===== config.mk =====
export PLATFORM = sky130hd
export DESIGN_NAME = card_power_seq
export DESIGN_NICKNAME = d
export VERILOG_FILES = /design/src/rtl/cps_pkg.sv /design/src/rtl/cps_timebase.sv /design/src/rtl/cps_guard.sv /design/src/rtl/cps_status.sv /design/src/rtl/cps_sequencer.sv /design/src/rtl/card_power_seq.sv
export SDC_FILE = /design/constraint.sdc
export NUM_CORES = 1
export LEC_CHECK = 0
export ABC_CLOCK_PERIOD_IN_PS = 2200
export BUFFER_PORTS_ARGS = -buffer_cell sky130_fd_sc_hd__clkbuf_2
export CAP_MARGIN = 20
export CELL_PAD_IN_SITES_DETAIL_PLACEMENT = 2
export CELL_PAD_IN_SITES_GLOBAL_PLACEMENT = 2
export CORE_UTILIZATION = 32
export CTS_CLUSTER_DIAMETER = 80
export DETAILED_ROUTE_END_ITERATION = 8
export PLACE_DENSITY = 0.76
export SLEW_MARGIN = 5
export SYNTH_ARGS = -nofsm -noshare
export SYNTH_HDL_FRONTEND = slang
export SYNTH_SLANG_ARGS = --single-unit

===== constraint.sdc =====
create_clock -name clk -period 2.2 [get_ports clk]
set_input_delay 0.44 -clock clk [delete_from_list [all_inputs] [get_ports clk]]
set_output_delay 0.44 -clock clk [all_outputs]
set_load 0.02 [all_outputs]

===== src/rtl/cps_pkg.sv =====
package cps_pkg;
  typedef enum logic [2:0] {
    S_GUARD,
    S_IDLE,
    S_ACT,
    S_ON,
    S_DEACT
  } seq_state_t;

  // step numbers counted in half time units
  localparam int STEP_W     = 4;
  localparam int IO_STEP    = 8;   // data lines enabled at 4T
  localparam int ON_STEP    = 14;  // reset gating at 7T
  localparam int CLK_OFF    = 1;   // clock stop at T/2
  localparam int IO_OFF     = 2;   // data lines released at T
  localparam int VCC_OFF    = 3;   // supply ramp down from 1.5T
  localparam int VUP_OFF    = 10;  // charge pump stop at 5T
endpackage


===== src/rtl/cps_timebase.sv =====
module cps_timebase #(
  parameter int HALF_T = 32,
  parameter int STEP_W = 4
) (
  input  logic              clk,
  input  logic              rst,
  input  logic              restart,
  output logic [STEP_W-1:0] step
);
  localparam int HW = (HALF_T > 1) ? $clog2(HALF_T) : 1;
  localparam logic [HW-1:0] HALF_LAST = HW'(HALF_T - 1);

  logic [HW-1:0] half_cnt;

  always_ff @(posedge clk) begin
    if (rst || restart) begin
      half_cnt <= '0;
      step     <= '0;
    end else if (half_cnt == HALF_LAST) begin
      half_cnt <= '0;
      if (step != '1) step <= step + 1'b1;
    end else begin
      half_cnt <= half_cnt + 1'b1;
    end
  end
endmodule


===== src/rtl/cps_guard.sv =====
module cps_guard #(
  parameter int GUARD_TICKS = 25600
) (
  input  logic clk,
  input  logic rst,
  input  logic enable,
  input  logic supply_ok,
  output logic done
);
  localparam int GW = $clog2(GUARD_TICKS + 1);
  localparam logic [GW-1:0] LIMIT = GW'(GUARD_TICKS);

  logic [GW-1:0] cnt;

  always_ff @(posedge clk) begin
    if (rst || !enable || !supply_ok) cnt <= '0;
    else if (cnt != LIMIT)            cnt <= cnt + 1'b1;
  end

  assign done = supply_ok && (cnt == LIMIT);
endmodule


===== src/rtl/cps_status.sv =====
module cps_status (
  input  logic clk,
  input  logic rst,
  input  logic cmd_n,
  input  logic pres_n,
  input  logic pres,
  input  logic over_cur,
  input  logic over_temp,
  input  logic start,
  input  logic powered,
  output logic present,
  output logic fault_now,
  output logic status_n
);
  logic session, fault;

  assign present   = !pres_n || pres;
  assign fault_now = !present || over_cur || over_temp;

  always_ff @(posedge clk) begin
    if (rst) begin
      session  <= 1'b0;
      fault    <= 1'b0;
      status_n <= 1'b0;
    end else begin
      if (cmd_n)      session <= 1'b0;
      else if (start) session <= 1'b1;

      if (cmd_n)                       fault <= 1'b0;
      else if (powered && fault_now)   fault <= 1'b1;

      status_n <= session ? !fault : present;
    end
  end
endmodule


===== src/rtl/cps_sequencer.sv =====
module cps_sequencer
  import cps_pkg::*;
#(
  parameter int STEP_W = 4
) (
  input  logic              clk,
  input  logic              rst,
  input  logic              cmd_n,
  input  logic              rst_req,
  input  logic              supply_ok,
  input  logic              present,
  input  logic              fault_now,
  input  logic              guard_done,
  input  logic [STEP_W-1:0] step,
  output logic              start,
  output logic              restart,
  output logic              powered,
  output logic              in_guard,
  output logic              vup_en,
  output logic              vcc_en,
  output logic              io_en,
  output logic              clk_en,
  output logic              card_rst
);
  localparam logic [STEP_W-1:0] IO_S  = STEP_W'(IO_STEP);
  localparam logic [STEP_W-1:0] ON_S  = STEP_W'(ON_STEP);
  localparam logic [STEP_W-1:0] CK_O  = STEP_W'(CLK_OFF);
  localparam logic [STEP_W-1:0] IO_O  = STEP_W'(IO_OFF);
  localparam logic [STEP_W-1:0] VC_O  = STEP_W'(VCC_OFF);
  localparam logic [STEP_W-1:0] VU_O  = STEP_W'(VUP_OFF);

  seq_state_t state, state_nx;
  logic armed, hold_clk, stop;

  assign powered  = (state == S_ACT) || (state == S_ON);
  assign in_guard = (state == S_GUARD);
  assign start    = (state == S_IDLE) && armed && !cmd_n && present && supply_ok;
  assign stop     = powered && (cmd_n || !supply_ok || fault_now);
  assign restart  = start || stop;

  always_comb begin
    state_nx = state;
    unique case (state)
      S_GUARD: if (guard_done) state_nx = S_IDLE;
      S_IDLE:  if (!supply_ok) state_nx = S_GUARD;
               else if (start) state_nx = S_ACT;
      S_ACT:   if (stop) state_nx = S_DEACT;
               else if (step == ON_S) state_nx = S_ON;
      S_ON:    if (stop) state_nx = S_DEACT;
      S_DEACT: if (step == VU_O) state_nx = S_IDLE;
      default: state_nx = S_GUARD;
    endcase
  end

  always_ff @(posedge clk) begin
    if (rst) begin
      state    <= S_GUARD;
      armed    <= 1'b0;
      hold_clk <= 1'b0;
      vup_en   <= 1'b0;
      vcc_en   <= 1'b0;
      io_en    <= 1'b0;
      clk_en   <= 1'b0;
      card_rst <= 1'b0;
    end else begin
      state <= state_nx;
      if (start)                        armed <= 1'b0;
      else if (state == S_IDLE && cmd_n) armed <= 1'b1;
      if (start) hold_clk <= rst_req;

      unique case (state)
        S_ACT: begin
          vup_en   <= 1'b1;
          vcc_en   <= 1'b1;
          io_en    <= (step >= IO_S);
          clk_en   <= clk_en || (step >= ON_S) ||
                      ((step >= IO_S) && (!hold_clk || !rst_req));
          card_rst <= 1'b0;
        end
        S_ON: begin
          vup_en   <= 1'b1;
          vcc_en   <= 1'b1;
          io_en    <= 1'b1;
          clk_en   <= 1'b1;
          card_rst <= rst_req;
        end
        S_DEACT: begin
          card_rst <= 1'b0;
          clk_en   <= clk_en && (step < CK_O);
          io_en    <= io_en  && (step < IO_O);
          vcc_en   <= vcc_en && (step < VC_O);
          vup_en   <= vup_en && (step < VU_O);
        end
        default: begin
          vup_en   <= 1'b0;
          vcc_en   <= 1'b0;
          io_en    <= 1'b0;
          clk_en   <= 1'b0;
          card_rst <= 1'b0;
        end
      endcase
    end
  end
endmodule


===== src/rtl/card_power_seq.sv =====
module card_power_seq #(
  parameter int TICKS_PER_T = 64,
  parameter int GUARD_TICKS = 25600
) (
  input  logic clk,
  input  logic rst,
  input  logic cmd_n,
  input  logic rst_req,
  input  logic pres_n,
  input  logic pres,
  input  logic over_cur,
  input  logic over_temp,
  input  logic supply_ok,
  output logic vup_en,
  output logic vcc_en,
  output logic io_en,
  output logic clk_en,
  output logic card_rst,
  output logic status_n
);
  localparam int HALF_T = TICKS_PER_T / 2;
  localparam int SW     = cps_pkg::STEP_W;

  logic [SW-1:0] step;
  logic start, restart, powered, in_guard, guard_done, present, fault_now;

  cps_timebase #(.HALF_T(HALF_T), .STEP_W(SW)) u_tb (
    .clk(clk), .rst(rst), .restart(restart), .step(step)
  );

  cps_guard #(.GUARD_TICKS(GUARD_TICKS)) u_guard (
    .clk(clk), .rst(rst), .enable(in_guard), .supply_ok(supply_ok),
    .done(guard_done)
  );

  cps_status u_stat (
    .clk(clk), .rst(rst), .cmd_n(cmd_n), .pres_n(pres_n), .pres(pres),
    .over_cur(over_cur), .over_temp(over_temp), .start(start),
    .powered(powered), .present(present), .fault_now(fault_now),
    .status_n(status_n)
  );

  cps_sequencer #(.STEP_W(SW)) u_seq (
    .clk(clk), .rst(rst), .cmd_n(cmd_n), .rst_req(rst_req),
    .supply_ok(supply_ok), .present(present), .fault_now(fault_now),
    .guard_done(guard_done), .step(step), .start(start),
    .restart(restart), .powered(powered), .in_guard(in_guard),
    .vup_en(vup_en), .vcc_en(vcc_en), .io_en(io_en), .clk_en(clk_en),
    .card_rst(card_rst)
  );
endmodule


## Word level (Yosys, flattened, before mapping)

Cells that the tools add are included.

- Flip-flop bits (word level): 37
- Bits of input ports: 9
- Output and inout port bits: 6
- Word-level logic and storage cells: 94

- Add/subtract/negate cells: 3
- Order comparisons: 6
- Eq/ne operators: 15
- Mux-type cells: 13
- Bitwise gates (word level): 1
- Reductions and logical operators: 42

Operator list:

| operator | count |
|---|---|
| two-way mux 3 bit | 7 |
| adder 15 x 1 -> 15 bit, second input constant | 1 |
| equality test 15 bit, second input constant | 1 |
| != test 15 bit, second input constant | 1 |
| one-hot mux 3 bit (5 select lines) | 1 |
| logical AND 1 bit | 13 |
| logical OR 1 bit | 13 |
| OR reduction 2 bit | 5 |
| equality test 4 bit, second input constant | 2 |
| >= comparator 4 bit, second input constant | 2 |
| zero test 1 bit | 8 |
| < comparator 4 x 2 -> 1 bit, second input constant | 2 |
| equality test 3 x 2 -> 1 bit, second input constant | 2 |
| != test 3 x 2 -> 1 bit, second input constant | 2 |
| one-hot mux 1 bit (3 select lines) | 2 |
| adder 5 x 1 -> 5 bit, second input constant | 1 |
| equality test 5 bit, second input constant | 1 |
| AND reduction 5 bit | 1 |
| adder 4 x 1 -> 4 bit, second input constant | 1 |
| < comparator 4 x 1 -> 1 bit, second input constant | 1 |
| < comparator 4 bit, second input constant | 1 |
| != test 2 x 1 -> 1 bit, second input constant | 2 |
| != test 4 bit, second input constant | 1 |
| one-hot mux 1 bit (2 select lines) | 2 |
| 7 further kinds | 7 |

## Logic depth before layout (Yosys ltp)

Gate-level depths: netlist of the first run.

- Depth in word-level cells: 10
- Gate-level depth with buffers: 7
- Gate-level depth less buffers: 6

## Hierarchy

Synthesis of the first run repeated with hierarchy kept, for this count alone.

- Cell total of the unflattened synthesis: 212
- Area, all modules: 1894.3 um2

Modules (own cells, without submodules):

| module | instances | cells each | area each (um2) | sequential area each (um2) |
|---|---|---|---|---|
| cps_guard | 1 | 88 | 795.8 | 300.3 |
| cps_sequencer | 1 | 71 | 585.6 | 200.2 |
| cps_timebase | 1 | 40 | 380.4 | 180.2 |
| cps_status | 1 | 13 | 132.6 | 60.1 |

## Worst setup path after synthesis of the first run

No wires, ideal clock.

- Path kind: register -> register
- Start point: reg u_tb.half_cnt[0]
- End point: reg u_tb.step[0]
- Setup time: 0.115 ns
- Data arrival time: 1.441 ns
- Required time: 2.085 ns
- Slack: 0.644 ns
- Stages on the path, launching flop included: 8
- Path buffers: 1
- Period minus slack after synthesis: 1.556 ns
- Cells stage by stage: dfxtp_1 ha_1 and3_1 ha_1 clkbuf_1 nand2_1 xnor2_1 nor2_1

- Word-level cells in the longest chain between the ends: 2

Ends and longest elaborated chain:

| element | RTL line | source |
|---|---|---|
| start: declaration | cps_timebase.sv:13 | `logic [HW-1:0] half_cnt;` |
| start signal: assignment | cps_timebase.sv:23 | `half_cnt <= half_cnt + 1'b1;` |
| equality test 5 bit | cps_timebase.sv:19 | `end else if (half_cnt == HALF_LAST) begin` |
| AND reduction 2 bit (no source line) | - |  |
| end signal: assignment | cps_timebase.sv:21 | `if (step != '1) step <= step + 1'b1;` |
| end: declaration | cps_timebase.sv:8 | `output logic [STEP_W-1:0] step` |

No other way between the ends.
A chain may end at the register's enable or synchronous reset.

## Final worst setup path of the first run

- Start point: reg u_seq.state[0]
- End point: reg u_tb.step[0]

- Word-level cells in the longest chain between the ends: 7
- Elaborated cells on any way between the ends: 11
- Those cells by class: 3 x eq/ne; 8 x reduce/logical

Ends and longest elaborated chain:

| element | RTL line | source |
|---|---|---|
| start: declaration | cps_sequencer.sv:32 | `seq_state_t state, state_nx;` |
| start signal: assignment | cps_sequencer.sv:66 | `state <= state_nx;` |
| equality test 3 x 1 -> 1 bit | cps_sequencer.sv:37 | `assign start = (state == S_IDLE) && armed && !cmd_n && present && supply_ok;` |
| logical AND 1 bit (4 in a row) | cps_sequencer.sv:37 |  |
| logical OR 1 bit * | cps_sequencer.sv:39 | `assign restart = start \|\| stop;` |
| logical OR 1 bit * | cps_timebase.sv:16 | `if (rst \|\| restart) begin` |

Every way passes the cells marked *; elsewhere a longest branch is shown, timed or not.

==> metrics.sh, run 1 <==
GR-USAGE-ALL-LAYERS=0.156
CRIT_CHAIN='nor4bb_1 -> nor3b_2 -> a211o_1 -> nor2_1'
NETLIST.TOP_CELL.BY_AREA='dfxtp_1'
CLK_TREE_ROOT_CELL='clkbuf_8'
REGISTER_AREA_UM2=741
CLOCK_TREE_FROM_TRITONCTS='done'
DETAIL_ROUTE.ITER0.VIOLATIONS=53
MULTIINPUTGATEAREA_UM2=980
POWER_DENSITY_mW_PER_MM2=598
SYNTH_AREA_LEADERS='dfxtp_1 (41%), nor2_1 (5.0%), xor2_1 (4.9%), ha_1 (4.2%), a21oi_1 (2.8%)'
POST-DP-HPWL_UM=3160
MAX_SLEW.WORST_PIN.SLEW_NS=0.466
DIE_WIDTH_UM=77.0
DRV_SLEW=0
POWER.IR.VDD_WORST_uV=190
POST_SYNTH_MOST_FREQUENT_CELLS='dfxtp_1 (37), nor2_1 (24), a21oi_1 (10), nand2_1 (10), xor2_1 (10)'
POST-CTS-SETUP-BUFFERS=0
RATIO_OF_CELLS_WITH_DRIVE_ABOVE_1_IN_THE_FINAL_LAYOUT=0.167
STD_CELL_ROWS=26
FINALNETCOUNT=229
FINALWIRELENGTH_UM=4230
PLACEMENT.IO_BUFFERS=14
FLOORPLAN.DIE_AREA_MM2=0.00593
ROUTED_WIRE_LENGTH_PER_INSTANCE_UM=14.8
P_LEAK_nW=0.760
FIRST_PASS_GRT_WIRE_LENGTH_UM=7400
SYNTH_EDF_COUNT=0
NETLIST.AREA_LEADER.SHARE=0.411
GRT_MAX_DEGREE=16
GRT_ANTENNA_BEFORE_REPAIR=0
DRT_DRC_VIOLATIONS_LEFT=0
PERIOD_MINUS_SLACK_NS=1.82
CRITPATHCAPTURETYPE='flip-flop'
WORST-ENDPOINT-REQUIRED_NS=2.36
DETAILED_ROUTING_ITERATIONS_PASS_1=4
TIMING.MAX_CAP.VIOLATIONS=0
INITIAL_CORE_UTIL=0.342
CLOCK.FMAX_MHz=549
DRT.ANTENNA.VIOLATING_NETS=0
CTS.SINKS=37
SYNTH.DISTINCT_CELLS=40
FIRST_GLOBAL_VIAS=1542
CLK_PATH_BUF_DEPTH=2
CORE_REGION_AREA_MM2=0.00527
SLOWEST_DELAY_NS=0.52
SYNTH_FLOP_TYPE='dfxtp_1'
FP.DIEH_UM=77.0
SLEW-LIMIT-HEADROOM=0.689
YS_FF_LATCH=37
SYNTH_SEQ_AREA_SHARE=0.411
SYNTH_NETS=214
FILLCELLCOUNT=623
YOSYSWARNINGS=0
PATH_MAX_FANOUT=10
FINISH.INSTANCE_AREA_MM2=0.00201
STATUS='finished clean'
CTS_RESIZED=0
TOTAL_POWER_mW=1.20
PATH_CLK_SLEW_NS=0.07
LAYOUT_WORST_PATH_CYCLE_SHARE=0.828
SYN_AVG_CELL_AREA_UM2=9.05
VIAS_PER_CELL=5.16
CRIT_PATH_TOP_DELAY_CELL='dfxtp_1'
CRITPATHLAUNCHTYPE='flip-flop'
CRITICAL_PATH_ARRIVAL_NS=1.98
ANTENNA_CELLS=0
CLK-INSERTION-DELAY-LATE_NS=0.29
NUMBER_OF_BUFFERS_CREATED_BY_CTS=5
POST-SYNTH-TOP-COUNT-CELL='dfxtp_1'
CTSHTREEMAXLEVEL=2
SETUP_VIOL=0
ROUTED-VIA-COUNT=1470
POSTCTSHOLDBUFS=0
FIN_WORST_SKEW_NS=0.0114
MAPPED_CELL_AREA_MM2=0.00180
FINAL.SETUP.TNS_NS=0
PLACE_AREA_MM2=0.00193
GRT_SETUP_UNREPAIRED='no'
FINAL_CORE_UTILIZATION=0.381
PLACE_WORST_SETUP_SLACK_NS=0.324
SYNTH_ASYNC_SR_FLOP_SHARE=0
HOLD_VIOLATIONS=0
GP_CONGESTION=0.727
IOPINCOUNT=15
CRITICALPATHCATEGORY='reg2reg'
GLOBALROUTE.TOTALOVERFLOW=0
FINAL_CRITICAL_PATH_SETUP_SLACK_NS=0.379
HOLD_PATH.CLASS='in2reg'
SYN_TO_FINAL_GROWTH_PCT=11.6
SYNTHCELLS=199
## layout make-up
class,count,area share
Clock buffer,6,0.0361
Tap cell,70,0.0436
Timing Repair Buffer,17,0.0461
Clock inverter,2,0.00498
Multi-Input combinational cell,146,0.488
Sequential cell,37,0.369
Inverter,7,0.0131
## placed cells by master, fill, tap and decap left out, drive strengths merged, types with 5 or more instances in the layout
cell type   n
dfxtp      37
nor2       24
clkbuf     20
nand2      10
a21oi      10
xor2       10
nand3       9
nand4       9
nor3        8
inv         7
o21ai       7
nor2b       6
ha          6
and3        6
nand2b      5
## logic make-up after synthesis
kind of cell    Yosys count  synth area share
simple gates             94             0.316
flops                    37             0.411
compound gates           28            0.0952
buf+inv                  16            0.0445
xor+xnor                 14            0.0681
fa+ha+maj                 6            0.0417
mux                       4            0.0229
## worst max-delay path: cells and delay by family, from the launching register on
family / cells / cell delay [ns]
flip-flops: 1 / 0.52
AND/OR/NAND/NOR: 3 / 0.76
AO/OA/AOI/OAI: 1 / 0.40
## sequential cells by signal (all words and copies together), names as in the netlist
signal           count
u_seq.hold_clk       1
u_seq.io_en          1
u_seq.state          3
u_seq.vcc_en         1
u_seq.card_rst       1
u_seq.clk_en         1
u_seq.armed          1
u_guard.cnt         15
u_stat.session       1
u_seq.vup_en         1
u_stat.fault         1
u_stat.status_n      1
u_tb.step            4
u_tb.half_cnt        5
## report_power, final
| group | switching [mW] | leakage, nW | total [mW] | internal (mW) |
|---|---|---|---|---|
| clock | 0.242 | 0.0450 | 0.462 | 0.220 |
| combinational | 0.0315 | 0.416 | 0.0548 | 0.0232 |
| sequential | 0.00703 | 0.299 | 0.684 | 0.677 |
## metrics by stage
stage               hold slack, ns  cells
finish                       0.405    285
CTS                          0.393    285
floorplan                    0.417    199
global placement             0.447    277
detailed placement           0.437    277
global route                 0.404    285
## worst paths after layout
path                                endpoint  cells past startpoint                        start  slack [ns]
hold reg to reg   u_stat.status_n$_SDFF_PP0_                      1    u_stat.fault$_SDFFE_PP0P_        0.46
setup / recovery   u_tb.step[0]$_SDFFE_PP0P_                      4  u_seq.state[0]$_SDFFE_PP0P_        0.38
setup reg to reg   u_tb.step[0]$_SDFFE_PP0P_                      4  u_seq.state[0]$_SDFFE_PP0P_        0.38
hold / removal     u_stat.fault$_SDFFE_PP0P_                      2                        cmd_n        0.41
## per-layer routing
layer	vias to the layer above	wire length (µm)	GRT usage
li1	728	-	-
met1	715	2070	0.204
met2	22	2000	0.255
met3	5	117	0.0357
met4	0	40	0.0453
met5	-	0	0
Note: power is estimated with default switching activity, not from simulation.
==> run 2, diff against run 1 <==
--- a/config.mk
+++ b/config.mk
@@ -5,7 +5,8 @@
 export SDC_FILE = /design/constraint.sdc
 export NUM_CORES = 1
 export LEC_CHECK = 0
-export ABC_CLOCK_PERIOD_IN_PS = 2200
+export ABC_AREA = 1
+export ABC_CLOCK_PERIOD_IN_PS = 1710
 export BUFFER_PORTS_ARGS = -buffer_cell sky130_fd_sc_hd__clkbuf_2
 export CAP_MARGIN = 20
 export CELL_PAD_IN_SITES_DETAIL_PLACEMENT = 2
@@ -13,7 +14,7 @@
 export CORE_UTILIZATION = 32
 export CTS_CLUSTER_DIAMETER = 80
 export DETAILED_ROUTE_END_ITERATION = 8
-export PLACE_DENSITY = 0.76
+export PLACE_DENSITY = 0.8
 export SLEW_MARGIN = 5
 export SYNTH_ARGS = -nofsm -noshare
 export SYNTH_HDL_FRONTEND = slang
==> constraint.sdc (replaced) <==
create_clock -name clk -period 1.71 [get_ports clk]
set_input_delay 0.342 -clock clk [delete_from_list [all_inputs] [get_ports clk]]
set_output_delay 0.342 -clock clk [all_outputs]
set_load 0.02 [all_outputs]
==> metrics.sh, run 2 <==
STATUS='finished clean'
CRITICAL_PATH_ARRIVAL_NS=1.71  # -0.27 ns
MOSTFREQUENTLAYOUTCELL='nand2_1'
ROUTED_WIRE_LENGTH_PER_INSTANCE_UM=13.2  # -11%
POWER.IR.VDD_WORST_uV=341  # +79%
WHS_NS=0.283  # -0.122 ns
FINALWIRELENGTH_UM=4480  # +5.9%
CORE_REGION_AREA_MM2=0.00551  # +4.5%
TIMING.CRITICAL_PATH.MAX_DELAY_FAMILY='simple AND/OR/NAND/NOR gates'
FP.DIEH_UM=77.5  # +0.68%
POST_SYNTH_MOST_FREQUENT_CELLS='nand2_1 (38), dfxtp_1 (37), inv_1 (31), nor2_1 (30), a21oi_1 (28)'
POWER_DENSITY_mW_PER_MM2=1110  # +86%
ROUTED-VIA-COUNT=1642  # +12%
FINAL_CELL_MIX='nand2_1 (37), dfxtp_1 (36), inv_1 (30)'
CLOCK.FMAX_MHz=651  # +19%
ANTENNA_CELLS=0  # unchanged
FLOORPLAN.DIE_AREA_MM2=0.00601  # +1.4%
NETLIST.AREA_LEADER.SHARE=0.406  # -0.00564
HIGHEST-SIGNAL-LAYER='met4'
YOSYSWARNINGS=0  # unchanged
DETAIL_ROUTE.WIRELENGTH.MET1_UM=2180  # +5.4%
SYNTH.DISTINCT_CELLS=30  # -25%
CRITPATHCAPTURETYPE='flip-flop'
GRT_ANTENNA_BEFORE_REPAIR=0  # unchanged
TOTAL_POWER_mW=2.33  # +94%
NUMBER_OF_FLIP_FLOPS_UNDER_THE_LARGEST_REGISTER_NAME=15  # unchanged
CRIT_PATH_TOP_DELAY_CELL='dfxtp_2'
SYNTH_ASYNC_SR_FLOP_SHARE=0  # unchanged
DETAILED_ROUTING_ITERATIONS_PASS_1=4  # unchanged
POST-DP-HPWL_UM=3600  # +14%
MAX_SLEW.WORST_PIN.SLEW_NS=0.469  # +0.00265 ns
CRITICALPATHCATEGORY='reg2reg'
CTS.SINKS=37  # unchanged
FIRST_GLOBAL_VIAS=1621  # +5.1%
VIAS_PER_CELL=4.83  # -6.4%
CLK_TREE_ROOT_CELL='clkbuf_8'
NUMBER_OF_BUFFERS_CREATED_BY_CTS=5  # unchanged
FINALNETCOUNT=283  # +24%
SYNTH_SEQ_AREA_SHARE=0.406  # -0.00564
DRT_DRC_VIOLATIONS_LEFT=0  # unchanged
P_LEAK_nW=0.814  # +7.1%
RATIO_OF_CELLS_WITH_DRIVE_ABOVE_1_IN_THE_FINAL_LAYOUT=0.224  # +0.0564
DIE_WIDTH_UM=77.5  # +0.68%
DETAIL_ROUTE.ITER0.VIOLATIONS=32  # -40%
CTSHTREEMAXLEVEL=2  # unchanged
DRV_SLEW=0  # unchanged
GRT_MAX_DEGREE=11  # -5
GRT_SETUP_UNREPAIRED='no'
SYNTH_NETS=261  # +22%
GR-USAGE-ALL-LAYERS=0.162  # +0.00600
CLK_PATH_BUF_DEPTH=2  # unchanged
LAYOUT_WORST_PATH_CYCLE_SHARE=0.898  # +0.0700
SETUP_VIOL=0  # unchanged
MET3_LENGTH_UM=96  # -18%
YS_FF_LATCH=37  # unchanged
PERIOD_MINUS_SLACK_NS=1.53  # -0.286 ns
CLK-INSERTION-DELAY-LATE_NS=0.28  # about the same
STD_CELL_ROWS=27  # +3.8%
WORST-ENDPOINT-REQUIRED_NS=1.89  # -0.47 ns
SYNTH_FLOP_TYPE='dfxtp_1'
GLOBALROUTE.TOTALOVERFLOW=0  # unchanged
SLOWEST_DELAY_NS=0.35  # -0.17 ns
CP_NUM_BUF_INV=1  # +1
SYNTHCELLS=246  # +24%
HOLD_VIOLATIONS=0  # unchanged
HOLD_PATH.CLASS='in2reg'
TIMING.MAX_CAP.VIOLATIONS=0  # unchanged
SYNTH_EDF_COUNT=0  # unchanged
SYN_AVG_CELL_AREA_UM2=7.42  # -18%
FIRST_PASS_GRT_WIRE_LENGTH_UM=7530  # +1.8%
POST-SYNTH-TOP-COUNT-CELL='nand2_1'
CRITPATHLAUNCHTYPE='flip-flop'
IOPINCOUNT=15  # unchanged
MET2_LENGTH_UM=2150  # +7.1%
CRIT_CHAIN='ha_2 -> and3_1 -> ha_1 -> nand2_2 -> inv_2 -> nand2_1 -> nor2_2 -> xor2_1 -> nor2_1'
TOP_REGS='u_guard.cnt x15, u_tb.half_cnt x5, u_tb.step x4'
NETLIST.TOP_CELL.BY_AREA='dfxtp_1'
INITIAL_CORE_UTIL=0.332  # -0.0101
CLOCK_TREE_FROM_TRITONCTS='done'
TOP_REGISTER='u_guard.cnt'
SYN_TO_FINAL_GROWTH_PCT=14.5
FIN_WORST_SKEW_NS=0.00466  # -0.00674 ns
SLEW-LIMIT-HEADROOM=0.684  # -0.00507
MAPPED_CELL_AREA_MM2=0.00183  # +1.4%
PATH_MAX_FANOUT=3  # -7
GP_CONGESTION=0.736  # +1.3%
FINAL.SETUP.TNS_NS=0  # unchanged
SYNTH_AREA_LEADERS='dfxtp_1 (41%), nand2_1 (7.8%), a21oi_1 (7.7%), inv_1 (6.4%), nor2_1 (6.2%)'
DRT.ANTENNA.VIOLATING_NETS=0  # unchanged
PATH_CLK_SLEW_NS=0.07  # about the same
PLACEMENT.IO_BUFFERS=14  # unchanged
run 2: cell types whose count changed in the layout (fill, tap and decap cells not counted), moves of 7 or more:
cell     change
o21ai_0      +8
a21oi_1     +18
xor2_1       -7
nor2_2      +10
inv_2        +9
nand2_1     +27
inv_1       +23
run 2: cell families (layout without fill, tap and decap cells):
kind of cell,after synthesis,in the layout,synth area share
xor gates and xnor gates,4,4,0.0192
DFF,37,37,0.406
AOI/OAI and AO/OA,48,48,0.140
and+or+nand+nor,110,110,0.308
buffers and inverters,41,63,0.0857
adders and majority gates,6,6,0.0411
run 2: worst paths after layout:
| check | cells after the start | endpoint | startpoint | slack, ns |
|---|---|---|---|---|
| setup / recovery | 9 | u_tb.step[3]$_SDFFE_PP0P_ | u_tb.half_cnt[0]$_SDFF_PP0_ | 0.18 |
| hold / removal | 2 | u_stat.status_n$_SDFF_PP0_ | pres_n | 0.28 |
| setup reg to reg | 9 | u_tb.step[3]$_SDFFE_PP0P_ | u_tb.half_cnt[0]$_SDFF_PP0_ | 0.18 |
| hold reg to reg | 1 | u_tb.half_cnt[0]$_SDFF_PP0_ | u_tb.half_cnt[0]$_SDFF_PP0_ | 0.42 |
run 2: per-layer routing:
layer / global-route usage / vias to the layer above
met4: 0.0679 / 0
met3: 0.0318 / 5
met2: 0.269 / 11
met5: 0 / -
li1: - / 837
met1: 0.204 / 789
run 2: repair_timing:
action | in CTS | in global routing
buffers inserted | 0 | 0
hold buffers | 0 | 0
endpoints found under the setup margin | 0 | 2
gates resized for setup | 0 | 6
run 2: cell type report:
class,instances,area [µm²]
inverter,41,156
clock buffer,7,86.3
fill,675,3420
sequential,37,742
timing repair buffer,15,77.6
tap,72,90.1
multi-input combinational,168,938
run 2: report_power, final:
group	internal, mW	switching [mW]	leakage [nW]
Sequential	0.939	0.0647	0.300
Combinational	0.234	0.466	0.470
Clock	0.320	0.303	0.0443
Total	1.49	0.833	0.814
run 2: per-stage QoR:
step / cell area, µm² / utilization / cells / setup slack (ns)
final: 2090 / 0.380 / 340 / 0.175
after global routing: 2090 / 0.380 / 340 / 0.0264
after CTS: 2080 / 0.378 / 340 / 0.0470
after detailed placement: 1990 / 0.362 / 333 / 0.114
after global placement: 1990 / 0.362 / 333 / 0.220
after floorplan: 1830 / - / 246 / 0.280
